`config.mk`:
```
export PLATFORM = sky130hd
export DESIGN_NAME = uart_rx_buffered
export DESIGN_NICKNAME = d
export VERILOG_FILES = /design/src/rtl/uart_rx_pkg.sv /design/src/rtl/rx_tick_gen.sv /design/src/rtl/rx_sync.sv /design/src/rtl/rx_frame.sv /design/src/rtl/rx_fifo.sv /design/src/rtl/uart_rx_buffered.sv
export SDC_FILE = /design/constraint.sdc
export NUM_CORES = 2
export LEC_CHECK = 0
export ABC_CLOCK_PERIOD_IN_PS = 10600
export BUFFER_PORTS_ARGS = -buffer_cell sky130_fd_sc_hd__buf_2
export CAP_MARGIN = 40
export CORE_ASPECT_RATIO = 1.25
export CORE_MARGIN = 4
export CORE_UTILIZATION = 56
export DETAILED_ROUTE_END_ITERATION = 12
export GPL_TIMING_DRIVEN = 0
export PLACE_DENSITY = 0.72
export SYNTH_ARGS = -nofsm -noshare
export SYNTH_HDL_FRONTEND = slang
export SYNTH_HIERARCHICAL = 1
export SYNTH_SLANG_ARGS = --single-unit
```
`constraint.sdc`:
```
create_clock -name clk_i -period 10.6 [get_ports clk_i]
set_input_delay 1.06 -clock clk_i [delete_from_list [all_inputs] [get_ports clk_i]]
set_output_delay 1.06 -clock clk_i [all_outputs]
set_load 0.05 [all_outputs]
```
`src/rtl/uart_rx_pkg.sv`:
```
package uart_rx_pkg;
  typedef enum logic [1:0] {
    RX_IDLE,
    RX_START,
    RX_DATA,
    RX_STOP
  } rx_state_e;
endpackage

```
`src/rtl/rx_tick_gen.sv`:
```
module rx_tick_gen #(
  parameter int unsigned BASE_DIV = 8
) (
  input  logic       clk_i,
  input  logic       rst_ni,
  input  logic [1:0] sel_i,
  input  logic       restart_i,
  output logic       tick_o
);
  localparam int unsigned CW = $clog2(BASE_DIV * 8) + 1;

  logic [CW-1:0] cnt_q;
  logic [CW-1:0] lim;

  always_comb lim = CW'((BASE_DIV << sel_i) - 1);
  assign tick_o = (cnt_q >= lim);

  always_ff @(posedge clk_i or negedge rst_ni) begin
    if (!rst_ni)        cnt_q <= '0;
    else if (restart_i) cnt_q <= lim;  // tick on the next cycle
    else if (tick_o)    cnt_q <= '0;
    else                cnt_q <= cnt_q + 1'b1;
  end

  assert_restart_tick_R1: assert property (@(posedge clk_i) disable iff (!rst_ni)
    restart_i |=> tick_o);
  assert_tick_spacing_R1: assert property (@(posedge clk_i) disable iff (!rst_ni)
    (tick_o && !restart_i) |=> !tick_o);
endmodule

```
`src/rtl/rx_sync.sv`:
```
module rx_sync (
  input  logic clk_i,
  input  logic rst_ni,
  input  logic rx_i,
  output logic line_o,
  output logic fall_o
);
  logic meta_q, line_q, prev_q;

  always_ff @(posedge clk_i or negedge rst_ni) begin
    if (!rst_ni) begin
      meta_q <= 1'b1;
      line_q <= 1'b1;
      prev_q <= 1'b1;
    end else begin
      meta_q <= rx_i;
      line_q <= meta_q;
      prev_q <= line_q;
    end
  end

  assign line_o = line_q;
  assign fall_o = prev_q && !line_q;
endmodule

```
`src/rtl/rx_frame.sv`:
```
module rx_frame
  import uart_rx_pkg::*;
#(
  parameter int unsigned DATA_BITS = 8,
  parameter int unsigned STOP_BITS = 1,
  parameter int unsigned OVS       = 8
) (
  input  logic                 clk_i,
  input  logic                 rst_ni,
  input  logic                 tick_i,
  input  logic                 line_i,
  input  logic                 fall_i,
  output logic                 restart_o,
  output logic [DATA_BITS-1:0] byte_o,
  output logic                 byte_vld_o
);
  localparam int unsigned SW = $clog2(OVS);
  localparam int unsigned OW = $clog2(OVS + 1);
  localparam int unsigned BW = $clog2(DATA_BITS + STOP_BITS + 1);

  rx_state_e            state_q;
  logic [SW-1:0]        scnt_q;
  logic [OW-1:0]        ones_q;
  logic [OW-1:0]        sum;
  logic [BW-1:0]        bcnt_q;
  logic [DATA_BITS-1:0] shreg_q;
  logic                 vld_q;
  logic                 last_smp;
  logic                 bit_val;

  assign sum       = ones_q + {{(OW-1){1'b0}}, line_i};
  assign last_smp  = (scnt_q == SW'(OVS - 1));
  assign bit_val   = (sum > OW'(OVS / 2));  // strict majority
  assign restart_o = (state_q == RX_IDLE) && fall_i;

  always_ff @(posedge clk_i or negedge rst_ni) begin
    if (!rst_ni) begin
      state_q <= RX_IDLE;
      scnt_q  <= '0;
      ones_q  <= '0;
      bcnt_q  <= '0;
      shreg_q <= '0;
      vld_q   <= 1'b0;
    end else begin
      vld_q <= 1'b0;
      if (state_q == RX_IDLE) begin
        if (fall_i) begin
          state_q <= RX_START;
          scnt_q  <= '0;
          ones_q  <= '0;
          bcnt_q  <= '0;
        end
      end else if (tick_i) begin
        scnt_q <= scnt_q + 1'b1;
        ones_q <= last_smp ? '0 : sum;
        if (last_smp) begin
          case (state_q)
            RX_START: begin
              state_q <= RX_DATA;
              bcnt_q  <= '0;
            end
            RX_DATA: begin
              shreg_q <= {bit_val, shreg_q[DATA_BITS-1:1]};
              if (bcnt_q == BW'(DATA_BITS - 1)) begin
                state_q <= RX_STOP;
                bcnt_q  <= '0;
                vld_q   <= 1'b1;
              end else begin
                bcnt_q <= bcnt_q + 1'b1;
              end
            end
            RX_STOP: begin
              if (bcnt_q == BW'(STOP_BITS - 1)) state_q <= RX_IDLE;
              else                              bcnt_q  <= bcnt_q + 1'b1;
            end
            default: state_q <= RX_IDLE;
          endcase
        end
      end
    end
  end

  assign byte_o     = shreg_q;
  assign byte_vld_o = vld_q;

  assert_single_pulse_R6: assert property (@(posedge clk_i) disable iff (!rst_ni)
    byte_vld_o |=> !byte_vld_o);
  assert_start_on_fall_R2: assert property (@(posedge clk_i) disable iff (!rst_ni)
    (state_q == RX_IDLE && !fall_i) |=> (state_q == RX_IDLE));
  assert_stop_no_check_R5: assert property (@(posedge clk_i) disable iff (!rst_ni)
    (state_q == RX_STOP && tick_i && last_smp && bcnt_q == BW'(STOP_BITS - 1))
      |=> (state_q == RX_IDLE));
endmodule

```
`src/rtl/rx_fifo.sv`:
```
module rx_fifo #(
  parameter int unsigned WIDTH = 8,
  parameter int unsigned DEPTH = 256
) (
  input  logic             clk_i,
  input  logic             rst_ni,
  input  logic             wr_en_i,
  input  logic [WIDTH-1:0] wr_data_i,
  input  logic             rd_en_i,
  output logic [WIDTH-1:0] rd_data_o,
  output logic             empty_o,
  output logic             full_o
);
  localparam int unsigned AW = $clog2(DEPTH);
  localparam logic [AW:0] FULL_CNT = (AW+1)'(DEPTH);

  logic [WIDTH-1:0] mem_q [DEPTH];
  logic [AW-1:0]    wr_ptr_q, rd_ptr_q;
  logic [AW:0]      count_q;
  logic             push, pop;

  assign empty_o = (count_q == '0);
  assign full_o  = (count_q == FULL_CNT);
  assign push    = wr_en_i && !full_o;
  assign pop     = rd_en_i && !empty_o;
  assign rd_data_o = mem_q[rd_ptr_q];  // show-ahead head

  always_ff @(posedge clk_i) begin
    if (push) mem_q[wr_ptr_q] <= wr_data_i;
  end

  always_ff @(posedge clk_i or negedge rst_ni) begin
    if (!rst_ni) begin
      wr_ptr_q <= '0;
      rd_ptr_q <= '0;
      count_q  <= '0;
    end else begin
      if (push) wr_ptr_q <= (wr_ptr_q == AW'(DEPTH - 1)) ? '0 : wr_ptr_q + 1'b1;
      if (pop)  rd_ptr_q <= (rd_ptr_q == AW'(DEPTH - 1)) ? '0 : rd_ptr_q + 1'b1;
      case ({push, pop})
        2'b10:   count_q <= count_q + 1'b1;
        2'b01:   count_q <= count_q - 1'b1;
        default: count_q <= count_q;
      endcase
    end
  end

  assert_no_overflow_R8: assert property (@(posedge clk_i) disable iff (!rst_ni)
    count_q <= FULL_CNT);
  assert_drop_when_full_R8: assert property (@(posedge clk_i) disable iff (!rst_ni)
    (full_o && wr_en_i && !rd_en_i) |=> ($stable(count_q) && $stable(rd_data_o)));
  assert_head_stable_R7: assert property (@(posedge clk_i) disable iff (!rst_ni)
    (!empty_o && !rd_en_i) |=> $stable(rd_data_o));
  assert_empty_read_R10: assert property (@(posedge clk_i) disable iff (!rst_ni)
    (empty_o && rd_en_i && !wr_en_i) |=> empty_o);
endmodule

```
`src/rtl/uart_rx_buffered.sv`:
```
module uart_rx_buffered #(
  parameter int unsigned BASE_DIV  = 8,
  parameter int unsigned DATA_BITS = 8,
  parameter int unsigned STOP_BITS = 1,
  parameter int unsigned DEPTH     = 256
) (
  input  logic                 clk_i,
  input  logic                 rst_ni,
  input  logic [1:0]           baud_sel_i,
  input  logic                 rx_i,
  input  logic                 rd_en_i,
  output logic [DATA_BITS-1:0] rd_data_o,
  output logic                 data_avail_o,
  output logic                 full_o,
  output logic                 byte_rdy_o
);
  localparam int unsigned OVS = 8;

  logic line, fall, tick, restart, byte_vld, fifo_empty, fifo_full;
  logic [DATA_BITS-1:0] rx_byte;

  rx_sync u_sync (
    .clk_i  (clk_i),
    .rst_ni (rst_ni),
    .rx_i   (rx_i),
    .line_o (line),
    .fall_o (fall)
  );

  rx_tick_gen #(.BASE_DIV(BASE_DIV)) u_tick (
    .clk_i     (clk_i),
    .rst_ni    (rst_ni),
    .sel_i     (baud_sel_i),
    .restart_i (restart),
    .tick_o    (tick)
  );

  rx_frame #(.DATA_BITS(DATA_BITS), .STOP_BITS(STOP_BITS), .OVS(OVS)) u_frame (
    .clk_i      (clk_i),
    .rst_ni     (rst_ni),
    .tick_i     (tick),
    .line_i     (line),
    .fall_i     (fall),
    .restart_o  (restart),
    .byte_o     (rx_byte),
    .byte_vld_o (byte_vld)
  );

  rx_fifo #(.WIDTH(DATA_BITS), .DEPTH(DEPTH)) u_fifo (
    .clk_i     (clk_i),
    .rst_ni    (rst_ni),
    .wr_en_i   (byte_vld && !fifo_full),
    .wr_data_i (rx_byte),
    .rd_en_i   (rd_en_i),
    .rd_data_o (rd_data_o),
    .empty_o   (fifo_empty),
    .full_o    (fifo_full)
  );

  assign data_avail_o = !fifo_empty;
  assign full_o       = fifo_full;
  assign byte_rdy_o   = byte_vld;

  assert_avail_after_byte_R7: assert property (@(posedge clk_i) disable iff (!rst_ni)
    byte_rdy_o |=> data_avail_o);
endmodule

```
==> results.json <==
{
  "worst-path-max-fanout": 11,
  "max_cap_violations": 0,
  "regToRegSetupSlack_ns": 6.40,
  "startpoint_type": "flip-flop",
  "ys.flop_type": "edfxtp_1",
  "gp_congestion": 1.03,
  "ys_types": 90,
  "finalPower_mw": 23.3,
  "htreeDepth": 4,
  "ctsResizeCount": 0,
  "yosysWarnings": 6,
  "setup_ws_ns": 2.51,
  "grt_remaining_overflow": 0,
  "fin_cells": 6525,
  "rows": 157,
  "synth_cells": 3974,
  "final_common_cell": "edfxtp_1",
  "clk-insertion-delay-late_ns": 0.85,
  "clk_pin_slew_ns": 0.06,
  "status": "finished clean",
  "boundaryPins": 17,
  "post-route-util": 0.642,
  "crit_type": "reg2out",
  "p_int_mw": 14.7,
  "cts-root-buf": "clkbuf_16",
  "viasPerCell": 7.44,
  "period_needed_ns": 8.09,
  "grt_pass1_vias": 45300,
  "slowest_delay_ns": 0.81,
  "core_um2": 147000,
  "p_per_area_nw_per_um2": 247,
  "yosysSeqAreaShare": 0.758,
  "wirelength_mm": 291,
  "dr_total_vias": 48600,
  "min_path_type": "in2async",
  "worst_pin_slew_ns": 1.15,
  "drive_above_1_share": 0.268,
  "syn_avg_cell_area_um2": 20.9,
  "pwr-share-seq": 0.392,
  "finalCritPeriodShare": 0.764,
  "setup_tns_ns": 0,
  "detail-route-antenna-nets": 0,
  "die_h_um": 438,
  "drt-pass1-iter-count": 9,
  "clk_path_buf_depth": 3,
  "wl_per_cell_um": 44.6,
  "cts-buffers-inserted": 192,
  "clkPwrFrac": 0.288,
  "grt_use_total": 0.379,
  "cts_setup_buffers": 0,
  "crit_top_cell": "buf_2",
  "die_x_um": 352,
  "grt_pass1_wl_mm": 389,
  "syn2layout_area_growth_pct": 13.7,
  "fin_nets": 4459,
  "slew_headroom": 0.231,
  "ys_ff_latch": 2105,
  "finalHoldViolCount": 0,
  "critical-path-slowest-cell": "buf_2",
  "grt_max_degree": 101,
  "path_cells": "buf_2 > buf_2 > buf_2 > buf_2 > buf_12 > buf_2 > mux4_2 > a22oi_1 > a31oi_1 > o211ai_1 > o2bb2ai_1 > buf_2",
  "drtIter0Drc": 9443,
  "max_freq_mhz": 124,
  "synth_area_um2": 83000,
  "start_util": 0.565,
  "p_sw_mw": 8.60,
  "portBuffers": 16,
  "synthArstFlopShare": 0.0271,
  "setup_viol": 0,
  "dpl_worst_slack_ns": 3.77,
  "drcViolationCount": 0,
  "comb_power_share": 0.320,
  "slew_violations": 0,
  "ir_drop_mv": 0.215,
  "hpwl_mm": 193,
  "synth_nets": 4007,
  "crit_arrival_ns": 7.03,
  "layout_common_cells": "edfxtp_1, mux4_2, nor2_1",
  "clock_skew_ns": 0.0323,
  "sw_frac_of_total": 0.370,
  "clock_sinks": 2105,
  "antenna_found_initial": 24,
  "postCtsHoldBufs": 0,
  "crit_buf_inv": 7,
  "cts_tree": "done",
  "synth_edf_count": 2048,
  "endpoint_kind": "output port",
  "placed_cells": 6127,
  "worst_ep_required_time_ns": 9.54,
  "leakage_nw": 30.6,
  "die_area_um2": 154000,
  "rsz0062_at_grt": "false",
  "path_delay_family": "buffers and inverters"
}
cells in the mapped netlist, drive strengths merged (32+ instances only):
library cell | count | area (um2)
a211oi | 34 | 260
a21oi | 49 | 245
buf | 144 | 1080
clkbuf | 87 | 377
dfrtp | 54 | 1350
edfxtp | 2048 | 61500
mux2i | 162 | 1620
mux4 | 506 | 11400
nand2 | 112 | 420
nand3 | 38 | 190
nor2 | 300 | 1130
nor2b | 32 | 215
o21ai | 66 | 342
o22ai | 35 | 219
stage by stage:
step / hold slack, ns / cell area [um2]
2_1_floorplan: 0.345 / 83000
3_3_place_gp: 0.347 / 85500
3_5_place_dp: 0.349 / 88100
4_1_cts: 0.283 / 94100
5_1_grt: 0.309 / 94300
6_report: 0.317 / 94400
worst reg2reg max path: cells and delay by family, from the launching register on:
family / cells / cell delay [ns]
buffers and inverters: 6 / 1.66
flip-flops: 1 / 0.45
AND/OR/NAND/NOR: 6 / 1.79
logic make-up (layout without fill, tap and decap cells):
family                     Yosys count  in the layout  synth area share
buffers and inverters              255            867            0.0187
DFF                               2105           2105             0.758
adders and majority gates           27             27           0.00416
AOI/OAI and AO/OA                  324            324            0.0272
xor gates and xnor gates            21             21           0.00222
and+or+nand+nor                    549            549            0.0289
other                                1             32         0.0000452
muxes                              692            692             0.160
metal layers:
layer | part of all wire | track usage
met4 | 0.10 | 0.297
met1 | 0.30 | 0.452
met3 | 0.17 | 0.168
met2 | 0.43 | 0.541
met5 | 0.00050 | 0.00375
registers in the layout (all words and copies together), names as in the netlist, 2 cells and up:
signal and flops:
u_fifo/count_q 9, u_fifo/mem_q 2048, u_fifo/rd_ptr_q 8, u_fifo/wr_ptr_q 8, u_frame/bcnt_q 4, u_frame/byte_o 8, u_frame/ones_q 4, u_frame/scnt_q 3
u_frame/state_q 2, u_tick/cnt_q 7
final cells by class:
type	count	area [um2]
fillers	9636	52600
repair buffers	258	2900
multi-input cells	1614	18500
clock buffers	258	5190
flip-flops and latches	2105	63000
diodes	31	77.6
inverters	23	86.3
clock inverters	96	782
well taps	1908	2390
plain buffers	232	1490
power by group through the flow:
stage	logic (mW)	clock network (mW)	registers, mW
2_1_floorplan	3.09	0	9.29
3_3_place_gp	6.53	0	9.31
3_5_place_dp	6.81	0	9.30
4_1_cts	6.84	6.71	9.12
5_1_grt	7.16	7.09	9.12
6_report	7.45	6.69	9.12
path summary, 6_finish.rpt:
check,from,endpoint,cells after the start
max,u_fifo/rd_ptr_q[1]$_DFFE_PN0P_,rd_data_o[0],12
min,rst_ni,u_frame/bcnt_q[1]$_DFFE_PN0P_,1
max reg2reg,u_fifo/count_q[0]$_DFFE_PN0P_,u_fifo/mem_q[95][0]$_DFFE_PP_,12
min reg2reg,u_sync/meta_q$_DFF_PN1_,u_sync/line_o$_DFF_PN1_,0
max in group asynchronous,rst_ni,u_frame/byte_o[4]$_DFFE_PN0P_,1
min in group clk_i,rx_i,u_sync/meta_q$_DFF_PN1_,1
Power figures use the tool's default switching activity.
